**src/rtl/ovf_merge_pkg.sv**
```systemverilog
package ovf_merge_pkg;
  typedef enum logic [1:0] {
    MG_IDLE,
    MG_SCAN,
    MG_MOVE,
    MG_FIN
  } mg_state_e;
endpackage

```
**src/rtl/ovf_offset_scan.sv**
```systemverilog
module ovf_offset_scan #(
  parameter int NB = 16,
  parameter int CW = 8,
  parameter int AW = 10,
  localparam int BW = $clog2(NB)
) (
  input  logic          clk,
  input  logic          rst_n,
  input  logic          go,
  output logic          cnt_rd_en,
  output logic [BW-1:0] cnt_rd_addr,
  input  logic [CW-1:0] cnt_rd_data,
  output logic          ld_en,
  output logic [BW-1:0] ld_idx,
  output logic [AW-1:0] ld_val,
  output logic          scan_done,
  output logic [AW-1:0] total
);
  localparam logic [BW:0]   LAST_ISSUE = (BW+1)'(NB);
  localparam logic [BW-1:0] LAST_IDX   = BW'(NB - 1);

  function automatic logic [AW-1:0] offset_step(input logic [AW-1:0] base,
                                                input logic [CW-1:0] cnt);
    return base + AW'(cnt);
  endfunction

  logic          busy;
  logic [BW:0]   issue_cnt;
  logic          pend;
  logic [BW-1:0] pend_idx;
  logic [AW-1:0] acc;

  assign cnt_rd_en   = busy && (issue_cnt != LAST_ISSUE);
  assign cnt_rd_addr = issue_cnt[BW-1:0];
  assign ld_en       = pend;
  assign ld_idx      = pend_idx;
  assign ld_val      = acc;
  assign scan_done   = pend && (pend_idx == LAST_IDX);
  assign total       = offset_step(acc, cnt_rd_data);

  always_ff @(posedge clk or negedge rst_n) begin
    if (!rst_n) begin
      busy      <= 1'b0;
      issue_cnt <= '0;
      pend      <= 1'b0;
      pend_idx  <= '0;
      acc       <= '0;
    end else if (go) begin
      busy      <= 1'b1;
      issue_cnt <= '0;
      pend      <= 1'b0;
      acc       <= '0;
    end else begin
      pend <= cnt_rd_en;
      if (cnt_rd_en) begin
        pend_idx  <= issue_cnt[BW-1:0];
        issue_cnt <= issue_cnt + 1'b1;
      end
      if (pend) acc <= offset_step(acc, cnt_rd_data);
      if (scan_done) busy <= 1'b0;
    end
  end

  // counter reads step through buckets one by one
  a_r2_scan_ascending: assert property (@(posedge clk) disable iff (!rst_n)
    cnt_rd_en && $past(cnt_rd_en) |-> cnt_rd_addr == BW'($past(cnt_rd_addr) + 1'b1));

  // the first read of a pass is bucket 0
  a_r2_scan_first: assert property (@(posedge clk) disable iff (!rst_n)
    $rose(cnt_rd_en) |-> cnt_rd_addr == '0);
endmodule

```
**src/rtl/ovf_cursor_file.sv**
```systemverilog
module ovf_cursor_file #(
  parameter int NB = 16,
  parameter int AW = 10,
  localparam int BW = $clog2(NB)
) (
  input  logic          clk,
  input  logic          rst_n,
  input  logic          ld_en,
  input  logic [BW-1:0] ld_idx,
  input  logic [AW-1:0] ld_val,
  input  logic          bump_en,
  input  logic [BW-1:0] bump_idx,
  input  logic [BW-1:0] rd_idx,
  output logic [AW-1:0] rd_val
);
  function automatic logic [AW-1:0] cursor_next(input logic [AW-1:0] c);
    return c + 1'b1;
  endfunction

  logic [AW-1:0] cur [NB];

  for (genvar g = 0; g < NB; g++) begin : g_cur
    always_ff @(posedge clk or negedge rst_n) begin
      if (!rst_n)
        cur[g] <= '0;
      else if (ld_en && (ld_idx == BW'(g)))
        cur[g] <= ld_val;
      else if (bump_en && (bump_idx == BW'(g)))
        cur[g] <= cursor_next(cur[g]);
    end
  end

  assign rd_val = cur[rd_idx];

  // offset loading and cursor advance belong to different passes
  a_r3_no_load_bump_clash: assert property (@(posedge clk) disable iff (!rst_n)
    !(ld_en && bump_en));
endmodule

```
**src/rtl/ovf_row_fifo.sv**
```systemverilog
module ovf_row_fifo #(
  parameter int W  = 16,
  parameter int FD = 2,
  localparam int PW   = (FD > 1) ? $clog2(FD) : 1,
  localparam int CNTW = $clog2(FD + 1)
) (
  input  logic            clk,
  input  logic            rst_n,
  input  logic            push,
  input  logic [W-1:0]    push_data,
  input  logic            pop,
  output logic [W-1:0]    head,
  output logic            not_empty,
  output logic [CNTW-1:0] count
);
  localparam logic [PW-1:0] LAST_SLOT = PW'(FD - 1);

  function automatic logic [PW-1:0] ptr_next(input logic [PW-1:0] p);
    return (p == LAST_SLOT) ? '0 : p + 1'b1;
  endfunction

  logic [W-1:0]  slot [FD];
  logic [PW-1:0] wp, rp;

  assign head      = slot[rp];
  assign not_empty = (count != '0);

  always_ff @(posedge clk or negedge rst_n) begin
    if (!rst_n) begin
      wp    <= '0;
      rp    <= '0;
      count <= '0;
    end else begin
      if (push) wp <= ptr_next(wp);
      if (pop)  rp <= ptr_next(rp);
      count <= count + CNTW'(push) - CNTW'(pop);
    end
  end

  always_ff @(posedge clk) begin
    if (push) slot[wp] <= push_data;
  end

  // read credit keeps the return buffer from overflowing
  a_r8_fifo_room: assert property (@(posedge clk) disable iff (!rst_n)
    push && !pop |-> count < CNTW'(FD));

  a_r6_fifo_pop_nonempty: assert property (@(posedge clk) disable iff (!rst_n)
    pop |-> count != '0);
endmodule

```
**src/rtl/ovf_relocator.sv**
```systemverilog
module ovf_relocator #(
  parameter int NB = 16,
  parameter int AW = 10,
  parameter int DW = 32,
  parameter int FD = 2,
  localparam int BW   = $clog2(NB),
  localparam int CNTW = $clog2(FD + 1)
) (
  input  logic          clk,
  input  logic          rst_n,
  input  logic          go,
  input  logic [AW-1:0] total_in,
  output logic          src_rd_req,
  output logic [AW-1:0] src_rd_addr,
  input  logic          src_rd_ready,
  input  logic          src_rsp_valid,
  input  logic [BW-1:0] src_rsp_bucket,
  input  logic [DW-1:0] src_rsp_data,
  output logic          wr_valid,
  output logic [BW-1:0] wr_bucket,
  output logic [DW-1:0] wr_data,
  input  logic          wr_ready,
  output logic          rd_fire,
  output logic          wr_fire,
  output logic          moved_all
);
  function automatic logic credit_ok(input logic [CNTW-1:0] held,
                                     input logic inflight_i,
                                     input logic leaving);
    return ((CNTW+1)'(held) + (CNTW+1)'(inflight_i)) <
           ((CNTW+1)'(FD) + (CNTW+1)'(leaving));
  endfunction

  logic            active;
  logic [AW-1:0]   total_q;
  logic [AW-1:0]   issued;
  logic [AW-1:0]   written;
  logic            inflight;
  logic [CNTW-1:0] fcnt;
  logic            fnot_empty;
  logic [BW+DW-1:0] fhead;

  assign wr_valid    = active && fnot_empty;
  assign wr_bucket   = fhead[BW+DW-1:DW];
  assign wr_data     = fhead[DW-1:0];
  assign wr_fire     = wr_valid && wr_ready;
  assign src_rd_req  = active && (issued != total_q) && credit_ok(fcnt, inflight, wr_fire);
  assign src_rd_addr = issued;
  assign rd_fire     = src_rd_req && src_rd_ready;
  assign moved_all   = active && (written == total_q);

  ovf_row_fifo #(.W(BW + DW), .FD(FD)) u_ret_fifo (
    .clk       (clk),
    .rst_n     (rst_n),
    .push      (src_rsp_valid),
    .push_data ({src_rsp_bucket, src_rsp_data}),
    .pop       (wr_fire),
    .head      (fhead),
    .not_empty (fnot_empty),
    .count     (fcnt)
  );

  always_ff @(posedge clk or negedge rst_n) begin
    if (!rst_n) begin
      active   <= 1'b0;
      total_q  <= '0;
      issued   <= '0;
      written  <= '0;
      inflight <= 1'b0;
    end else if (go) begin
      active   <= 1'b1;
      total_q  <= total_in;
      issued   <= '0;
      written  <= '0;
      inflight <= 1'b0;
    end else begin
      inflight <= rd_fire;
      if (rd_fire) issued  <= issued + 1'b1;
      if (wr_fire) written <= written + 1'b1;
      if (moved_all) active <= 1'b0;
    end
  end

  // a returned row matches a read accepted the cycle before
  a_r5_rsp_follows_read: assert property (@(posedge clk) disable iff (!rst_n)
    src_rsp_valid |-> inflight);

  // a stalled read request keeps its address
  a_r8_rd_hold: assert property (@(posedge clk) disable iff (!rst_n)
    src_rd_req && !src_rd_ready |=> src_rd_req && $stable(src_rd_addr));

  // reads never pass the row total
  a_r5_no_overread: assert property (@(posedge clk) disable iff (!rst_n)
    rd_fire |-> issued < total_q);
endmodule

```
**src/rtl/ovf_merge_engine.sv**
```systemverilog
module ovf_merge_engine
  import ovf_merge_pkg::*;
#(
  parameter int NB = 16,
  parameter int CW = 8,
  parameter int AW = 10,
  parameter int DW = 32,
  parameter int FD = 2,
  localparam int BW = $clog2(NB)
) (
  input  logic          clk,
  input  logic          rst_n,
  input  logic          start,
  output logic          done,
  output logic          cnt_rd_en,
  output logic [BW-1:0] cnt_rd_addr,
  input  logic [CW-1:0] cnt_rd_data,
  output logic          src_rd_req,
  output logic [AW-1:0] src_rd_addr,
  input  logic          src_rd_ready,
  input  logic          src_rsp_valid,
  input  logic [BW-1:0] src_rsp_bucket,
  input  logic [DW-1:0] src_rsp_data,
  output logic          dst_wr_valid,
  output logic [AW-1:0] dst_wr_addr,
  output logic [DW-1:0] dst_wr_data,
  input  logic          dst_wr_ready
);
  mg_state_e     state, state_nx;
  logic          scan_go, move_go;
  logic          scan_done;
  logic [AW-1:0] total;
  logic          ld_en;
  logic [BW-1:0] ld_idx;
  logic [AW-1:0] ld_val;
  logic [BW-1:0] wr_bucket;
  logic          rd_fire, wr_fire, moved_all;

  assign scan_go = (state == MG_IDLE) && start;
  assign move_go = (state == MG_SCAN) && scan_done && (total != '0);
  assign done    = (state == MG_FIN);

  always_comb begin
    state_nx = state;
    unique case (state)
      MG_IDLE: if (start) state_nx = MG_SCAN;
      MG_SCAN: if (scan_done) state_nx = (total == '0) ? MG_FIN : MG_MOVE;
      MG_MOVE: if (moved_all) state_nx = MG_FIN;
      MG_FIN:  state_nx = MG_IDLE;
      default: state_nx = MG_IDLE;
    endcase
  end

  always_ff @(posedge clk or negedge rst_n) begin
    if (!rst_n) state <= MG_IDLE;
    else        state <= state_nx;
  end

  ovf_offset_scan #(.NB(NB), .CW(CW), .AW(AW)) u_scan (
    .clk         (clk),
    .rst_n       (rst_n),
    .go          (scan_go),
    .cnt_rd_en   (cnt_rd_en),
    .cnt_rd_addr (cnt_rd_addr),
    .cnt_rd_data (cnt_rd_data),
    .ld_en       (ld_en),
    .ld_idx      (ld_idx),
    .ld_val      (ld_val),
    .scan_done   (scan_done),
    .total       (total)
  );

  ovf_cursor_file #(.NB(NB), .AW(AW)) u_cursors (
    .clk      (clk),
    .rst_n    (rst_n),
    .ld_en    (ld_en),
    .ld_idx   (ld_idx),
    .ld_val   (ld_val),
    .bump_en  (wr_fire),
    .bump_idx (wr_bucket),
    .rd_idx   (wr_bucket),
    .rd_val   (dst_wr_addr)
  );

  ovf_relocator #(.NB(NB), .AW(AW), .DW(DW), .FD(FD)) u_move (
    .clk            (clk),
    .rst_n          (rst_n),
    .go             (move_go),
    .total_in       (total),
    .src_rd_req     (src_rd_req),
    .src_rd_addr    (src_rd_addr),
    .src_rd_ready   (src_rd_ready),
    .src_rsp_valid  (src_rsp_valid),
    .src_rsp_bucket (src_rsp_bucket),
    .src_rsp_data   (src_rsp_data),
    .wr_valid       (dst_wr_valid),
    .wr_bucket      (wr_bucket),
    .wr_data        (dst_wr_data),
    .wr_ready       (dst_wr_ready),
    .rd_fire        (rd_fire),
    .wr_fire        (wr_fire),
    .moved_all      (moved_all)
  );

  // completion lasts exactly one cycle
  a_r9_done_pulse: assert property (@(posedge clk) disable iff (!rst_n)
    done |=> !done);

  // no traffic on the row ports once done is raised
  a_r9_quiet_after_done: assert property (@(posedge clk) disable iff (!rst_n)
    done |-> !src_rd_req && !dst_wr_valid);

  // a start during a run does not restart the counter pass
  a_r10_start_ignored: assert property (@(posedge clk) disable iff (!rst_n)
    start && (state == MG_MOVE || state == MG_FIN) |=> state != MG_SCAN);

  // counter reads only happen in the offset pass
  a_r2_reads_in_scan: assert property (@(posedge clk) disable iff (!rst_n)
    cnt_rd_en |-> state == MG_SCAN);

  // a stalled write holds address and data
  a_r8_wr_hold: assert property (@(posedge clk) disable iff (!rst_n)
    dst_wr_valid && !dst_wr_ready |=> dst_wr_valid && $stable(dst_wr_addr) && $stable(dst_wr_data));

  // back-to-back rows of one bucket get adjacent addresses
  a_r4_cursor_advance: assert property (@(posedge clk) disable iff (!rst_n)
    wr_fire |=> !(dst_wr_valid && wr_bucket == $past(wr_bucket)) ||
                dst_wr_addr == AW'($past(dst_wr_addr) + 1'b1));
endmodule

```
**config.mk**
```make
export PLATFORM = sky130hd
export DESIGN_NAME = ovf_merge_engine
export DESIGN_NICKNAME = d
export VERILOG_FILES = /design/src/rtl/ovf_merge_pkg.sv /design/src/rtl/ovf_offset_scan.sv /design/src/rtl/ovf_cursor_file.sv /design/src/rtl/ovf_row_fifo.sv /design/src/rtl/ovf_relocator.sv /design/src/rtl/ovf_merge_engine.sv
export SDC_FILE = /design/constraint.sdc
export NUM_CORES = 1
export LEC_CHECK = 0
export ABC_AREA = 1
export CORE_ASPECT_RATIO = 0.9
export CORE_MARGIN = 4
export CORE_UTILIZATION = 43
export CTS_CLUSTER_SIZE = 24
export DETAILED_ROUTE_END_ITERATION = 8
export DONT_BUFFER_PORTS = 1
export PLACE_DENSITY_LB_ADDON = 0.12
export SKIP_LAST_GASP = 1
export SYNTH_ARGS = -nofsm -noshare
export SYNTH_HDL_FRONTEND = slang
export SYNTH_SLANG_ARGS = --single-unit
```
**constraint.sdc**
```tcl
create_clock -name clk -period 7.06 [get_ports clk]
set_input_delay 0.706 -clock clk [delete_from_list [all_inputs] [get_ports clk]]
set_output_delay 0.706 -clock clk [all_outputs]
set_load 0.02 [all_outputs]
```
==> results.yml <==
outcome:
  status: "complete, no violations"
timing:
  setup_violations: 0
  tns_ns: 0
  period_minus_slack_ns: 4.361
  slew_violations: 0
  finalHoldViolCount: 0
  skew_ns: 0.009130
  rsz0062_at_grt: "false"
  period_share_pct: 61.78
  worstMarginPinSlew_ns: 1.253
  max_freq_ghz: 0.2293
  slew_headroom_pct: 15.92
setup_path:
  worstPathArrival_ns: 3.66
  cp_data_required_time_ns: 6.35
  r2r_setup_slack_ns: 3.80
  worstSetupPathType: "reg2out"
  worstPathMaxFanout: 36
  r2r_cells: 10
  r2r-end: "u_cursors.cur[131]$_DFFE_PN0P_"
  cp-end-kind: "output pin"
  r2r_start: "u_move.u_ret_fifo.rp$_DFFE_PN0P_"
  critPathLaunchType: "flop"
  critPathLaunch: "u_move.u_ret_fifo.rp$_DFFE_PN0P_"
  setup.worst_path.end: "dst_wr_addr[7]"
place:
  dp_hpwl_um: 34880
  globalplace.congestion: 0.9381
  port_buffers: 0
die:
  core_area_mm2: 0.03730
  io_pins: 110
  die_area_mm2: 0.04102
  initial_utilization_pct: 43.62
  die_h_um: 192.5
  fp.dieW_um: 213.0
  placementRows: 67
grt:
  globalRoute.busiestLayer: "met2"
  antenna_found_initial: 0
  overflow: 0
  grt_max_degree: 220
  grt_pass1_vias: 12890
  grt_use_met2_pct: 37.45
  met1_usage_pct: 36.99
  grt_usage_pct: 24.71
  grt_first_pass_wirelength_um: 78240
  use_met3_pct: 3.820
synth:
  netlist_instances: 1903
  yosysMostFrequentCell: "nand2_1"
  synth-edff-count: 72
  yosysUniqueCellTypes: 42
  syn-num-nets: 1991
  ys_ff_latch: 291
  ys_async_sr_fraction_pct: 75.26
  yosysWarnings: 0
  synth_area_leaders: "dfrtp_1 34%, edfxtp_1 13%, nand2_1 10%, o221ai_1 6.5%, xor2_1 6.2%"
  synth_common_cells: "453 x nand2_1, 227 x inv_1, 219 x dfrtp_1"
  synth_top_area_cell: "dfrtp_1"
  synthFlopType: "dfrtp_1"
  syn_area_mm2: 0.01627
  synth_top_area_share_pct: 33.68
  ys_seq_area_share_pct: 46.97
  syn_avg_cell_area_um2: 8.550
run:
  cap_violations: 0
clock_tree:
  h-tree-depth: 2
  path_clk_slew_ns: 0.06
  cts_tree: "done"
  post-cts-setup-buffers: 0
  cts.sinks: 291
  clock-root-buffer: "clkbuf_16"
  clk_latency_ns: 0.54
  numCtsBuffers: 36
  clockBufferDepth: 3
  cts_resized: 0
drt:
  initialDrtViolationCount: 1374
  ant_nets: 0
  wire_per_inst_um: 21.19
  wl_um: 51000
  viasPerCell: 5.732
  vias: 13790
  dr.pass1.iters: 5
  drc: 0
final_layout:
  drive_gt1_share_pct: 7.176
  area_delta_synth_final_pct: 9.866
  final_core_util_pct: 47.92
  n_antenna_cell: 0
  final_net_count: 1985
hold_path:
  hold_path_class: "in2async"
power_and_ir_drop:
  leakage_nw: 8.084
  pwr_density_cell_mw_per_mm2: 499.3
  ir_drop_mv: 0.2233
  p_total_mw: 8.925
layout make-up:
| cell class | instances | area (um^2) |
|---|---|---|
| Tap cell | 483 | 604.3 |
| Inverter | 267 | 1002 |
| Fill cell | 3553 | 19430 |
| Multi-Input combinational cell | 1296 | 7393 |
| Timing Repair Buffer | 5 | 57.56 |
| Clock inverter | 12 | 123.9 |
| Clock buffer | 52 | 1052 |
| Sequential cell | 291 | 7642 |
registers in the layout, summed over array words and instances (netlist names), 2 cells and up:
name,count
u_scan.issue_cnt,5
u_move.written,10
u_scan.ld_idx,4
u_move.u_ret_fifo.count,2
u_move.src_rd_addr,10
u_move.total_q,10
u_cursors.cur,160
u_move.u_ret_fifo.slot,72
state,2
u_scan.ld_val,10
repair_timing:
| action | 4_1_cts | 5_1_grt |
|---|---|---|
| hold buffers | 1 | 0 |
| endpoints found under the hold margin | 219 | 0 |
| endpoints found under the setup margin | 0 | 0 |
per-layer routing:
| metal | share of wire (%) | vias to the layer above |
|---|---|---|
| met5 | 0 | - |
| met4 | 2.2 | 0 |
| met3 | 6.4 | 72 |
| met2 | 44 | 442 |
| met1 | 47 | 6803 |
| li1 | - | 6474 |
layout by cell type (no fill, tap or decap), types with 37 or more instances in the layout:
cell type  netlist  final
xor2_1         115    115
nand2_1        453    453
o22ai_1         67     67
nor3_1          49     49
edfxtp_1        72     72
nand3_1        104    104
o221ai_1       120    120
o21ai_0         68     68
inv_1          227    227
clkbuf_16        0     37
dfrtp_1        219    219
nor2_1          98     97
ha_1            37     37
how the worst min path moves through the flow:
stage | end | slack [ns] | cells past startpoint
4_1_cts | u_move.u_ret_fifo.wp$_DFFE_PN0P_ | 0.22 | 1
3_5_place_dp | u_move.src_rd_addr[1]$_DFFE_PN0P_ | 0.42 | 0
2_1_floorplan | state[0]$_DFFE_PN0P_ | 0.41 | 0
6_report | u_move.src_rd_addr[2]$_DFFE_PN0P_ | 0.19 | 1
5_1_grt | u_move.u_ret_fifo.wp$_DFFE_PN0P_ | 0.22 | 1
3_3_place_gp | u_move.src_rd_addr[1]$_DFFE_PN0P_ | 0.42 | 0
kinds of logic after synthesis:
kind of cell,after synthesis,synth area share [%]
flops,291,46.97
fa+ha+maj,38,2.968
xor+xnor,133,7.159
compound gates,339,14.43
simple gates,786,20.84
buf+inv,316,7.636
per-stage QoR:
stage / instances / hold slack (ns) / worst slack [ns] / instance area [um^2]
6_report: 2406 / 0.1878 / 2.699 / 17880
5_1_grt: 2406 / 0.2226 / 2.435 / 17880
4_1_cts: 2406 / 0.2197 / 2.646 / 17880
3_5_place_dp: 2341 / 0.4182 / 3.241 / 16670
3_3_place_gp: 2341 / 0.4163 / 3.317 / 16670
2_1_floorplan: 1903 / 0.4104 / 4.368 / 16270
critical path, cell delays in order (launching register included):
cell	delay, ns
dfrtp_1	0.38
inv_2	0.49
nand2_1	0.11
nand2_1	0.18
inv_2	0.08
nand2_2	0.51
clkinv_1	0.50
nand2_1	0.14
o21ai_0	0.09
o21ai_0	0.29
nand4_1	0.34
power breakdown:
group	switching [mW]	internal [mW]
Clock	0.743	1.11
Combinational	2.75	1.16
Sequential	0.745	2.41
(Power assumes the default switching activity.)
